[config.mk]
export PLATFORM = sky130hd
export DESIGN_NAME = gd_chan_update
export DESIGN_NICKNAME = d
export VERILOG_FILES = /design/src/rtl/gd_pkg.sv /design/src/rtl/gd_sched.sv /design/src/rtl/gd_mac.sv /design/src/rtl/gd_finish.sv /design/src/rtl/gd_chan_update.sv
export SDC_FILE = /design/constraint.sdc
export NUM_CORES = 1
export LEC_CHECK = 0
export BUFFER_PORTS_ARGS = -buffer_cell sky130_fd_sc_hd__buf_2
export CORE_MARGIN = 8
export CORE_UTILIZATION = 48
export CTS_BUF_LIST = sky130_fd_sc_hd__clkbuf_16
export DETAILED_ROUTE_END_ITERATION = 12
export GPL_TIMING_DRIVEN = 0
export PLACE_DENSITY_LB_ADDON = 0.08
export SLEW_MARGIN = 20
export SYNTH_ARGS = -nofsm -noshare
export SYNTH_HDL_FRONTEND = slang
export SYNTH_SLANG_ARGS = --single-unit
[constraint.sdc]
create_clock -name clk -period 6.44 [get_ports clk]
set_input_delay 0.322 -clock clk [delete_from_list [all_inputs] [get_ports clk]]
set_output_delay 0.322 -clock clk [all_outputs]
set_load 0.01 [all_outputs]
[src/rtl/gd_pkg.sv]
// Shared types and width helpers for the gradient-descent estimate updater.
// Assumes operand widths stay well below 31 bits.
package gd_pkg;

    // Kind of read slot issued by the scheduler.
    typedef enum logic [1:0] {
        SK_FIRST = 2'd0,   // first product of a dot product, clears the sum
        SK_MAC   = 2'd1,   // further product, adds into the sum
        SK_FIN   = 2'd2    // fetch old entry and cross-correlation, then write
    } slot_e;

    // Accumulator width that holds n signed products without wrapping.
    function automatic int gd_acc_width(int dw, int rw, int n);
        return dw + rw + $clog2(n) + 1;
    endfunction

endpackage

[src/rtl/gd_sched.sv]
// Read-slot scheduler: walks plane, row, column and the inner index k.
// Each output entry takes NDIM product slots followed by one finishing slot.
// Assumes NROW and NDIM are powers of two, each at least 2.
module gd_sched
    import gd_pkg::*;
#(
    parameter int NROW  = 2,
    parameter int NDIM  = 4,
    parameter int ROW_W = 1,
    parameter int COL_W = 2,
    parameter int KW    = 3
) (
    input  logic             clk,
    input  logic             rst_n,
    input  logic             start_go,
    output logic             run,
    output slot_e            iss_kind,
    output logic             iss_last,
    output logic             iss_ch,
    output logic [ROW_W-1:0] iss_row,
    output logic [COL_W-1:0] iss_col,
    output logic [COL_W-1:0] iss_k
);

    logic [KW-1:0] k;
    logic          last_k, last_col, last_row;

    // Decode the position of the current slot.
    always_comb begin
        last_k   = (k == KW'(NDIM));
        last_col = (iss_col == COL_W'(NDIM - 1));
        last_row = (iss_row == ROW_W'(NROW - 1));
        if (k == '0)      iss_kind = SK_FIRST;
        else if (last_k)  iss_kind = SK_FIN;
        else              iss_kind = SK_MAC;
        iss_last = last_k && last_col && last_row && iss_ch;
        iss_k    = k[COL_W-1:0];
    end

    // Advance the slot counters and stop after the final slot of the pass.
    always_ff @(posedge clk) begin
        if (!rst_n) begin
            run     <= 1'b0;
            k       <= '0;
            iss_col <= '0;
            iss_row <= '0;
            iss_ch  <= 1'b0;
        end else if (start_go) begin
            run     <= 1'b1;
            k       <= '0;
            iss_col <= '0;
            iss_row <= '0;
            iss_ch  <= 1'b0;
        end else if (run) begin
            if (last_k) begin
                k <= '0;
                if (last_col) begin
                    iss_col <= '0;
                    if (last_row) begin
                        iss_row <= '0;
                        iss_ch  <= ~iss_ch;
                        if (iss_ch) run <= 1'b0;
                    end else begin
                        iss_row <= iss_row + 1'b1;
                    end
                end else begin
                    iss_col <= iss_col + 1'b1;
                end
            end else begin
                k <= k + 1'b1;
            end
        end
    end

    // a pass always begins at the origin of the walk.
    a_r1_begin_at_origin: assert property (@(posedge clk) disable iff (!rst_n)
        $rose(run) |-> (k == '0 && iss_col == '0 && iss_row == '0 && !iss_ch));

    // counters never leave the matrix while running.
    a_r5_walk_in_range: assert property (@(posedge clk) disable iff (!rst_n)
        run |-> (k <= KW'(NDIM) && 32'(iss_row) < NROW && 32'(iss_col) < NDIM));

endmodule

[src/rtl/gd_mac.sv]
// Single multiply-accumulate unit. On a clearing slot it loads the product;
// otherwise it adds the product to the running sum. Holds when not enabled.
module gd_mac #(
    parameter int DATA_W = 8,
    parameter int RBB_W  = 8,
    parameter int ACC_W  = 19
) (
    input  logic                     clk,
    input  logic                     rst_n,
    input  logic                     en,
    input  logic                     clr,
    input  logic signed [DATA_W-1:0] a_val,
    input  logic signed [RBB_W-1:0]  rbb_val,
    output logic signed [ACC_W-1:0]  acc
);

    logic signed [ACC_W-1:0] a_x, b_x, prod;

    // Widen both operands before multiplying.
    always_comb begin
        a_x  = ACC_W'(a_val);
        b_x  = ACC_W'(rbb_val);
        prod = a_x * b_x;
    end

    // Load or accumulate one product per enabled cycle.
    always_ff @(posedge clk) begin
        if (!rst_n)   acc <= '0;
        else if (en)  acc <= clr ? prod : acc + prod;
    end

endmodule

[src/rtl/gd_finish.sv]
// Finishing stage: subtracts the cross-correlation from the dot product,
// scales by an arithmetic right shift, updates the old entry and clamps it.
// Purely combinational.
module gd_finish #(
    parameter int DATA_W   = 8,
    parameter int RBR_W    = 16,
    parameter int ACC_W    = 19,
    parameter int MU_SHIFT = 8
) (
    input  logic signed [ACC_W-1:0]  acc,
    input  logic signed [RBR_W-1:0]  rbr_val,
    input  logic signed [DATA_W-1:0] a_old,
    output logic signed [DATA_W-1:0] a_new
);

    localparam int WIDE = ((ACC_W > RBR_W) ? ACC_W : RBR_W) + 2;
    localparam logic signed [WIDE-1:0] HI = WIDE'((2 ** (DATA_W - 1)) - 1);
    localparam logic signed [WIDE-1:0] LO = -HI - WIDE'(1);

    logic signed [WIDE-1:0] diff, stepv, nxt;

    // Gradient step followed by clamping to the entry width.
    always_comb begin
        diff  = WIDE'(acc) - WIDE'(rbr_val);
        stepv = diff >>> MU_SHIFT;
        nxt   = WIDE'(a_old) - stepv;
        if (nxt > HI)       a_new = HI[DATA_W-1:0];
        else if (nxt < LO)  a_new = LO[DATA_W-1:0];
        else                a_new = nxt[DATA_W-1:0];
    end

endmodule

[src/rtl/gd_chan_update.sv]
// Top of the gradient-descent channel estimate updater.
// Drives synchronous-read memories (one cycle latency) for the estimate,
// auto-correlation and cross-correlation matrices; writes new entries to the
// estimate bank not being read and flips the bank pointer when a pass ends.
// Assumes NROW and NDIM are powers of two, each at least 2.
module gd_chan_update
    import gd_pkg::*;
#(
    parameter int NROW     = 2,
    parameter int NDIM     = 4,
    parameter int DATA_W   = 8,
    parameter int RBB_W    = 8,
    parameter int RBR_W    = 16,
    parameter int MU_SHIFT = 8,
    localparam int ROW_W   = $clog2(NROW),
    localparam int COL_W   = $clog2(NDIM),
    localparam int A_AW    = 1 + ROW_W + COL_W,
    localparam int B_AW    = 2 * COL_W
) (
    input  logic              clk,
    input  logic              rst_n,
    input  logic              start,
    output logic              done,
    output logic              a_rd_bank,
    output logic [A_AW-1:0]   a_rd_addr,
    input  logic [DATA_W-1:0] a_rd_data,
    output logic [B_AW-1:0]   rbb_rd_addr,
    input  logic [RBB_W-1:0]  rbb_rd_data,
    output logic [A_AW-1:0]   rbr_rd_addr,
    input  logic [RBR_W-1:0]  rbr_rd_data,
    output logic              a_wr_en,
    output logic              a_wr_bank,
    output logic [A_AW-1:0]   a_wr_addr,
    output logic [DATA_W-1:0] a_wr_data
);

    localparam int KW    = $clog2(NDIM + 1);
    localparam int ACC_W = gd_acc_width(DATA_W, RBB_W, NDIM);

    logic             run, start_go;
    slot_e            iss_kind, kind2;
    logic             iss_last, iss_ch, v2, last2, bank;
    logic [ROW_W-1:0] iss_row;
    logic [COL_W-1:0] iss_col, iss_k;
    logic [A_AW-1:0]  waddr2;
    logic signed [ACC_W-1:0]  acc;
    logic signed [DATA_W-1:0] a_new;

    // A pass may begin only when neither stage holds work.
    assign start_go = start && !run && !v2;

    gd_sched #(
        .NROW(NROW), .NDIM(NDIM), .ROW_W(ROW_W), .COL_W(COL_W), .KW(KW)
    ) u_sched (
        .clk(clk), .rst_n(rst_n), .start_go(start_go), .run(run),
        .iss_kind(iss_kind), .iss_last(iss_last), .iss_ch(iss_ch),
        .iss_row(iss_row), .iss_col(iss_col), .iss_k(iss_k)
    );

    // Form read addresses for the slot being issued.
    always_comb begin
        a_rd_addr   = {iss_ch, iss_row, (iss_kind == SK_FIN) ? iss_col : iss_k};
        rbb_rd_addr = {iss_k, iss_col};
        rbr_rd_addr = {iss_ch, iss_row, iss_col};
        a_rd_bank   = bank;
    end

    // Carry slot information alongside the returning read data.
    always_ff @(posedge clk) begin
        if (!rst_n) begin
            v2     <= 1'b0;
            kind2  <= SK_FIRST;
            last2  <= 1'b0;
            waddr2 <= '0;
        end else begin
            v2     <= run;
            kind2  <= iss_kind;
            last2  <= run && iss_last;
            waddr2 <= {iss_ch, iss_row, iss_col};
        end
    end

    gd_mac #(
        .DATA_W(DATA_W), .RBB_W(RBB_W), .ACC_W(ACC_W)
    ) u_mac (
        .clk(clk), .rst_n(rst_n),
        .en(v2 && kind2 != SK_FIN), .clr(kind2 == SK_FIRST),
        .a_val($signed(a_rd_data)), .rbb_val($signed(rbb_rd_data)), .acc(acc)
    );

    gd_finish #(
        .DATA_W(DATA_W), .RBR_W(RBR_W), .ACC_W(ACC_W), .MU_SHIFT(MU_SHIFT)
    ) u_finish (
        .acc(acc), .rbr_val($signed(rbr_rd_data)),
        .a_old($signed(a_rd_data)), .a_new(a_new)
    );

    // Write port toward the bank not being read.
    always_comb begin
        a_wr_en   = v2 && (kind2 == SK_FIN);
        a_wr_bank = ~bank;
        a_wr_addr = waddr2;
        a_wr_data = $unsigned(a_new);
    end

    // Signal completion and swap banks after the final write.
    always_ff @(posedge clk) begin
        if (!rst_n) begin
            done <= 1'b0;
            bank <= 1'b0;
        end else begin
            done <= a_wr_en && last2;
            if (a_wr_en && last2) bank <= ~bank;
        end
    end

    // completion is a single-cycle pulse.
    a_r6_done_single: assert property (@(posedge clk) disable iff (!rst_n)
        done |=> !done);

    // completion directly follows a write.
    a_r6_done_after_write: assert property (@(posedge clk) disable iff (!rst_n)
        done |-> $past(a_wr_en));

    // the read bank changes only together with completion.
    a_r7_bank_moves_on_done: assert property (@(posedge clk) disable iff (!rst_n)
        !done |-> $stable(a_rd_bank));

    // the scheduler only restarts once the write stage has drained.
    a_r8_start_when_idle: assert property (@(posedge clk) disable iff (!rst_n)
        $rose(run) |-> $past(!v2));

endmodule

Word level (Yosys, flattened, before mapping)
Cells that the tools add are included.

operators by class
  add/subtract/negate cells = 6
  multiply operators = 1
  magnitude comparators = 2
  equality and inequality tests = 5
  multiplexer cells = 15
  bitwise logic cells = 3
  reductions and logical operators = 17

operators with widths
  kind                                                                               number
  21-bit by 8-bit greater-than comparator with 1-bit output (second input constant)  1
  21-bit by 8-bit < comparator with 1-bit output (second input constant)             1
  19-bit by 16-bit subtractor with 20-bit output                                     1
  19-bit by 16-bit adder with 19-bit output                                          1
  19-bit two-way mux                                                                 1
  8-bit by 8-bit multiplier with 16-bit output                                       1
  8-bit two-way mux                                                                  2
  8-bit by 12-bit subtractor with 13-bit output                                      1
  1-bit logical AND                                                                  9
  2-bit two-way mux                                                                  4
  1-bit two-way mux                                                                  7
  2-bit == test (second input constant)                                              3
  4-bit AND reduction                                                                1
  3-bit by 1-bit adder with 3-bit output (second input constant)                     1
  3-bit == test (second input constant)                                              1
  3-bit zero test                                                                    1
  3-bit two-way mux                                                                  1
  1-bit NOT                                                                          3
  3-bit AND reduction                                                                1
  2-bit by 1-bit adder with 2-bit output (second input constant)                     1
  1-bit zero test                                                                    2
  2-bit zero test                                                                    1
  2-bit != test (second input constant)                                              1
  2-bit AND reduction                                                                1
  2 further kinds                                                                    2

storage, ports and cells
  flip-flop bits (word level) = 37
  input port bits = 35
  output and inout bits = 28
  word-level logic and storage cells = 61

Depth between registers and ports, before layout
Gate-level depths: netlist (run 1).

  word-level depth = 6
  mapped depth = 26
  mapped depth without buffers = 26

Hierarchy
From an unflattened synthesis (run 1), not the netlist that was laid out.

second synthesis, totals
  cell total of the unflattened synthesis = 768
  area total of the unflattened synthesis = 6399.9 µm²

modules (own cells, without submodules)
  module          instances  cells an instance  area an instance (µm²)  sequential area each (µm²)
  gd_mac          1          501                4235.3                  380.4
  gd_finish       1          180                1350.0                  0.0
  gd_chan_update  1          39                 414.1                   200.2
  gd_sched        1          48                 400.4                   160.2

Worst setup path after synthesis (run 1)
No wires, ideal clock.

  path kind = in2reg
  start = input port a_rd_data[3]
  end = register u_mac.acc[17]
  setup time = 0.076 ns
  arrival = 5.429 ns
  required time = 6.364 ns
  path slack = 0.935 ns
  stages on the path = 24
  path buffers = 0
  cell sequence = and2_1 fa_1 inv_1 fa_1 inv_1 fa_1 inv_1 fa_1 inv_1 ha_1 a21oi_1 nor2b_1 o21a_1 o41ai_1 xnor2_1 ha_1 nand4_1 o22a_1 o41ai_1 o41ai_1 o21ai_0 xor2_1 nand2_1 a21boi_0

between the ends
  cells in the longest elaborated chain, start to end = 3

RTL lines
  item                                            RTL line              text
  from (decl)                                     gd_chan_update.sv:26  input logic [DATA_W-1:0] a_rd_data,
  8-bit by 8-bit multiplier with 16-bit output *  gd_mac.sv:23          prod = a_x * b_x;
  19-bit by 16-bit adder with 19-bit output       gd_mac.sv:29          else if (en) acc <= clr ? prod : acc + prod;
  19-bit two-way mux *                            gd_mac.sv:29
  to (signal assigned)                            gd_mac.sv:29
  to (decl)                                       gd_mac.sv:14          output logic signed [ACC_W-1:0] acc

Mark *: on every way between the ends. The rest lies on a longest branch, timed or not.
A chain may end at the register's enable or synchronous reset.

Worst setup path after layout (run 1)
Ends and elaborated chain as after synthesis.

==> results.json, run 1 <==
{
  "place_area_um2": 6718,
  "drive_gt1_share_pct": 13.47,
  "grt.total_usage_pct": 17.81,
  "boundaryPins": 63,
  "hold_viol_final": 0,
  "chipWidth_um": 129.6,
  "r2r_slack_ns": 3.57,
  "fin_crit_sh_pct": 92.83,
  "ir_worst_vdd_v": 0.0002524,
  "antenna_found_initial": 0,
  "grt_pass1_vias": 5280,
  "min_period_ns": 5.979,
  "nFillCells": 1204,
  "criticalPathCategory": "in2reg",
  "postCtsSetupRepairBufs": 0,
  "whs_path_depth": 3,
  "synthArstFlopShare_pct": 0,
  "worstPathMaxFanout": 9,
  "area_growth_pct": 11.32,
  "cts_tree": "built",
  "met2_usage_pct": 30.44,
  "avgViaCountPerCell": 5.178,
  "synthCells": 740,
  "drt-pass1-iter-count": 4,
  "drtIter0Drc": 241,
  "synth_area_per_cell_um2": 8.368,
  "synth_area_um2": 6192,
  "wirelength_um": 14330,
  "r2r.worst_path.cells": 11,
  "grt_setup_unrepaired": "false",
  "hold_path.class": "in2reg",
  "p_leak_nw": 3.441,
  "ys.flop_type": "dfxtp_1",
  "fmax_ghz": 0.1673,
  "ys_seq_elements": 37,
  "worstSetupStartpointType": "input port",
  "slew_viol_final": 0,
  "synth_edf_count": 0,
  "rows": 41,
  "setup_viol": 0,
  "use_met3_pct": 1.643,
  "multiInputGateArea_um2": 4903,
  "dp_slack_ns": -0.03442,
  "max-cap-violations": 0,
  "synth_cell_types": 61,
  "cp_slowest_stage_delay_ns": 0.56,
  "clkSinkCount": 37,
  "fin_ws_ns": 0.4615,
  "cp_slowest_cell": "fa_1",
  "regArea_um2": 740.7,
  "grt_max_degree": 14,
  "stdcell_count": 981,
  "grt_overflow": 0,
  "ys_seq_area_share_pct": 11.96,
  "clk_latency_ns": 0.28,
  "drtAntennaViolNets": 0,
  "worstMarginPinSlew_ns": 0.6868,
  "fin_skew_ns": 0.004405,
  "synth_top_area_cell": "fa_1",
  "totalPowerFinal_mw": 3.208,
  "crit_path_end_kind": "flop",
  "use_met1_pct": 23.85,
  "die_area_um2": 16790,
  "core_um2": 12620,
  "holdWs_ns": 0.3357,
  "cts_resized": 0,
  "dp.cells": 974,
  "cts_buffer_depth": 2,
  "dpl.hpwl_um": 12230,
  "clockRootBuffer": "clkbuf_16",
  "cp.arrival_ns": 6.18,
  "synth_area_leaders": "fa_1 (18%), ha_1 (17%), dfxtp_1 (12%), inv_1 (7.4%), and2_1 (5.4%)",
  "required_ns": 6.64,
  "grt_pass1_wl_um": 24510,
  "num_antenna_cells": 0,
  "slew_headroom_pct": 54.05,
  "final_common_cell": "inv_1",
  "syn_nets": 914,
  "initial_core_util_pct": 49.07,
  "final_nets": 983,
  "outcome": "finished clean",
  "top_usage_layer": "met2",
  "cts_hold_buf": 0,
  "fp.dieH_um": 129.6,
  "clkTransAtPathRegs_ns": 0.05,
  "layout_common_cells": "inv_1 (122), ha_1 (82), buf_2 (62), fa_1 (57), nand2_1 (55)",
  "htreeDepth": 2,
  "finish.instance_area_um2": 6893,
  "drc": 0,
  "cts_buffers": 5,
  "io_buffers": 62,
  "vias": 5080,
  "place_congestion": 0.9149,
  "yosys_warnings": 0,
  "synth_top_area_share_pct": 18.43,
  "wire_per_inst_um": 14.60,
  "powerDensity_nw_per_um2": 465.4
}
where the power goes:
group / internal, mW / switching, mW / leakage [nW]
sequential: 0.248 / 0.0246 / 0.301
combinational: 1.13 / 1.54 / 3.06
clock: 0.179 / 0.0892 / 0.0797
per-layer routing:
| metal | part of all wire (%) | vias up |
|---|---|---|
| li1 | - | 2580 |
| met1 | 47 | 2400 |
| met2 | 48 | 91 |
| met3 | 4.0 | 9 |
| met4 | 0.65 | 0 |
| met5 | 0 | - |
cells in the mapped netlist, drive strengths merged, types with 3 or more instances:
cell	instances
nor2b	16
nand3	14
nand4	3
o21bai	6
o31ai	5
fa	57
or2	4
o41ai	4
o21ai	36
buf	8
xnor2	37
nand2	55
a31oi	6
o211a	7
a41oi	3
xor2	16
and3	4
o211ai	6
inv	122
nor2	37
a21o	11
o21a	9
o22ai	3
ha	82
nor3	10
a21oi	42
and2	53
dfxtp	37
clkbuf	12
nand2b	8
a21boi	4
a211oi	4
worst max-delay path: cells and delay by family:
family,cells,cell delay [ns]
XOR/XNOR,2,0.38
adder cells (fa/ha/maj),6,2.74
buffers and inverters,5,0.38
AO/OA/AOI/OAI,8,1.88
AND/OR/NAND/NOR,4,0.48
cell type report:
type	instances	share of cell area, %
multi-input cells	561	71.14
flip-flops and latches	37	10.75
inverters	122	6.644
repair buffers	62	4.502
well taps	172	3.122
clock buffers	5	1.815
plain buffers	20	1.525
clock inverters	2	0.5083
worst paths after layout:
kind	to	from
setup / recovery	u_mac.acc[17]	a_rd_data[3]
hold / removal	u_sched.run	start
setup reg to reg	u_mac.acc[16]	u_mac.acc[0]
hold reg to reg	done	last2
flip-flops by register name, summed over array words and instances (netlist names), 2 cells and up:
register / flops
kind2: 2
u_sched.k: 3
a_wr_addr: 4
u_mac.acc: 19
u_sched.iss_col: 2
per-stage QoR:
step | TNS [ns] | util, %
floorplan | 0 | -
global placement | 0 | 53.23
detailed placement | -0.03442 | 53.23
CTS | 0 | 54.50
global route | 0 | 54.62
finish | 0 | 54.62
logic make-up (layout without fill, tap and decap cells):
kind of cell | Yosys count | in the layout | share of synthesized area [%]
adder cells (fa/ha/maj) | 139 | 139 | 35.00
XOR/XNOR | 53 | 53 | 7.618
flip-flops | 37 | 37 | 11.96
buffers and inverters | 142 | 211 | 9.093
AO/OA/AOI/OAI | 156 | 156 | 18.51
AND/OR/NAND/NOR | 210 | 210 | 17.30
multiplexers | 3 | 3 | 0.5253
(Power assumes the default switching activity.)
==> run 2, diff against run 1 <==
CORE_UTILIZATION = 60   (was 48)
==> results.json, run 2 (synthesis results as in run 1) <==
{
  "outcome": "finished clean",
  "nFillCells": 889,
  "num_antenna_cells": 0,
  "grt.total_usage_pct": 20.86,
  "swShare_pct": 51.80,
  "p_comb_share_pct": 83.3,
  "cts_buffer_depth": 2,
  "largest_register_ffs": 19,
  "slew_headroom_pct": 47.88,
  "worstSetupStartpointType": "input port",
  "chipWidth_um": 117.6,
  "seqPwrFrac_pct": 8.4,
  "drtAntennaViolNets": 0,
  "max-cap-violations": 0,
  "dp_slack_ns": 0.03563,
  "layout_common_cells": "inv_1 (122), ha_1 (82), buf_2 (62), fa_1 (57), nand2_1 (55)",
  "core_um2": 10180,
  "clk_latency_ns": 0.27,
  "drive_gt1_share_pct": 13.47,
  "grt_pass1_vias": 5319,
  "min_period_ns": 5.880,
  "antenna_found_initial": 0,
  "p_clk_share_pct": 8.3,
  "fin_ws_ns": 0.5596,
  "wirelength_um": 14110,
  "ir_worst_vdd_v": 0.0002601,
  "setup_viol": 0,
  "initial_core_util_pct": 60.80,
  "fin_setup_tns_ns": 0,
  "final_common_cell": "inv_1",
  "boundaryPins": 63,
  "cts_buffers": 5,
  "rows": 37,
  "netSwitchingPower_mw": 1.677,
  "p_leak_nw": 3.440,
  "drtIter0Drc": 348,
  "die_area_um2": 13830,
  "dpl.hpwl_um": 11990,
  "clkTransAtPathRegs_ns": 0.06,
  "avgViaCountPerCell": 5.442,
  "io_buffers": 62,
  "cts_tree": "built",
  "powerDensity_nw_per_um2": 472.9,
  "fin_crit_sh_pct": 91.31,
  "htreeDepth": 2,
  "p_int_mw": 1.561,
  "vias": 5143,
  "final_nets": 983,
  "grt_overflow": 0,
  "wire_per_inst_um": 14.93,
  "hold_viol_final": 0,
  "place_congestion": 0.9015,
  "fp.dieH_um": 117.6,
  "slew_viol_final": 0,
  "drt-pass1-iter-count": 4,
  "max_flop_register": "u_mac.acc",
  "fin_skew_ns": 0.003627,
  "clkSinkCount": 37,
  "grt_pass1_wl_um": 24550,
  "cts_hold_buf": 0,
  "area_growth_pct": 10.59,
  "required_ns": 6.60,
  "stdcell_count": 945,
  "drc": 0,
  "fmax_ghz": 0.1701,
  "crit_path_end_kind": "flop",
  "hold_path.class": "in2reg",
  "worstMarginPinSlew_ns": 0.7789,
  "clockRootBuffer": "clkbuf_16",
  "worstPathMaxFanout": 13,
  "grt_setup_unrepaired": "false",
  "grt_max_degree": 14,
  "criticalPathCategory": "in2reg",
  "cp.arrival_ns": 6.04,
  "dp.cells": 938,
  "totalPowerFinal_mw": 3.238
}
## run 2: worst paths after layout
| path | cells past startpoint | end | startpoint | slack [ns] |
|---|---|---|---|---|
| setup / recovery | 24 | u_mac.acc[16] | a_rd_data[7] | 0.56 |
| hold / removal | 3 | u_sched.run | start | 0.34 |
| setup reg to reg | 11 | u_mac.acc[16] | u_mac.acc[0] | 3.57 |
| hold reg to reg | 1 | done | last2 | 0.49 |
## run 2: stage by stage
stage	utilization [%]	area [um^2]	hold WS [ns]
2_1_floorplan	-	6192	0.4622
3_3_place_gp	65.52	6673	0.4815
3_5_place_dp	65.52	6673	0.4822
4_1_cts	67.09	6833	0.3477
5_1_grt	67.24	6848	0.3514
6_report	67.24	6848	0.3447
## run 2: layer usage
| metal | GRT usage [%] | share of wire, % | vias to the layer above |
|---|---|---|---|
| met5 | 0 | 0 | - |
| met4 | 6.405 | 2.0 | 0 |
| met3 | 4.460 | 5.8 | 18 |
| met2 | 35.44 | 48 | 116 |
| met1 | 25.86 | 44 | 2431 |
| li1 | - | - | 2578 |
## run 2: power groups by stage
stage          Combinational, mW  Sequential (mW)  Clock [mW]
6_report                    2.70            0.271       0.270
5_1_grt                     3.01            0.274       0.283
4_1_cts                     2.68            0.271       0.274
3_5_place_dp                2.65            0.276           0
3_3_place_gp                2.57            0.275           0
2_1_floorplan               2.11            0.267           0
## run 2: cell type report
class | count | area (um^2) | share of cell area [%]
flip-flops and latches | 37 | 740.7 | 10.82
multi-input cells | 561 | 4903 | 71.61
clock buffers | 5 | 125.1 | 1.827
inverters | 122 | 457.9 | 6.687
plain buffers | 20 | 105.1 | 1.535
repair buffers | 62 | 310.3 | 4.531
clock inverters | 2 | 35.03 | 0.5116
well taps | 136 | 170.2 | 2.485
## run 2: timing repair
item / in CTS / in global routing
endpoints found under the setup margin: 0 / 1
resized for setup: 0 / 2
buffers inserted: 0 / 0
endpoints found under the hold margin: 0 / 0
## run 2: worst max-delay path: stages
cell      delay, ns
buf_2          0.19
and2_1         0.19
fa_1           0.62
inv_1          0.14
fa_1           0.56
inv_1          0.07
fa_1           0.54
inv_1          0.06
fa_1           0.55
inv_1          0.05
ha_1           0.34
a21o_1         0.17
a21oi_1        0.22
o31ai_4        0.13
o31ai_4        0.22
xnor2_2        0.26
ha_1           0.41
nand3_1        0.13
nand2_1        0.07
a41oi_2        0.24
and2b_1        0.17
xnor2_1        0.08
a221oi_2       0.23
nor2b_1        0.07
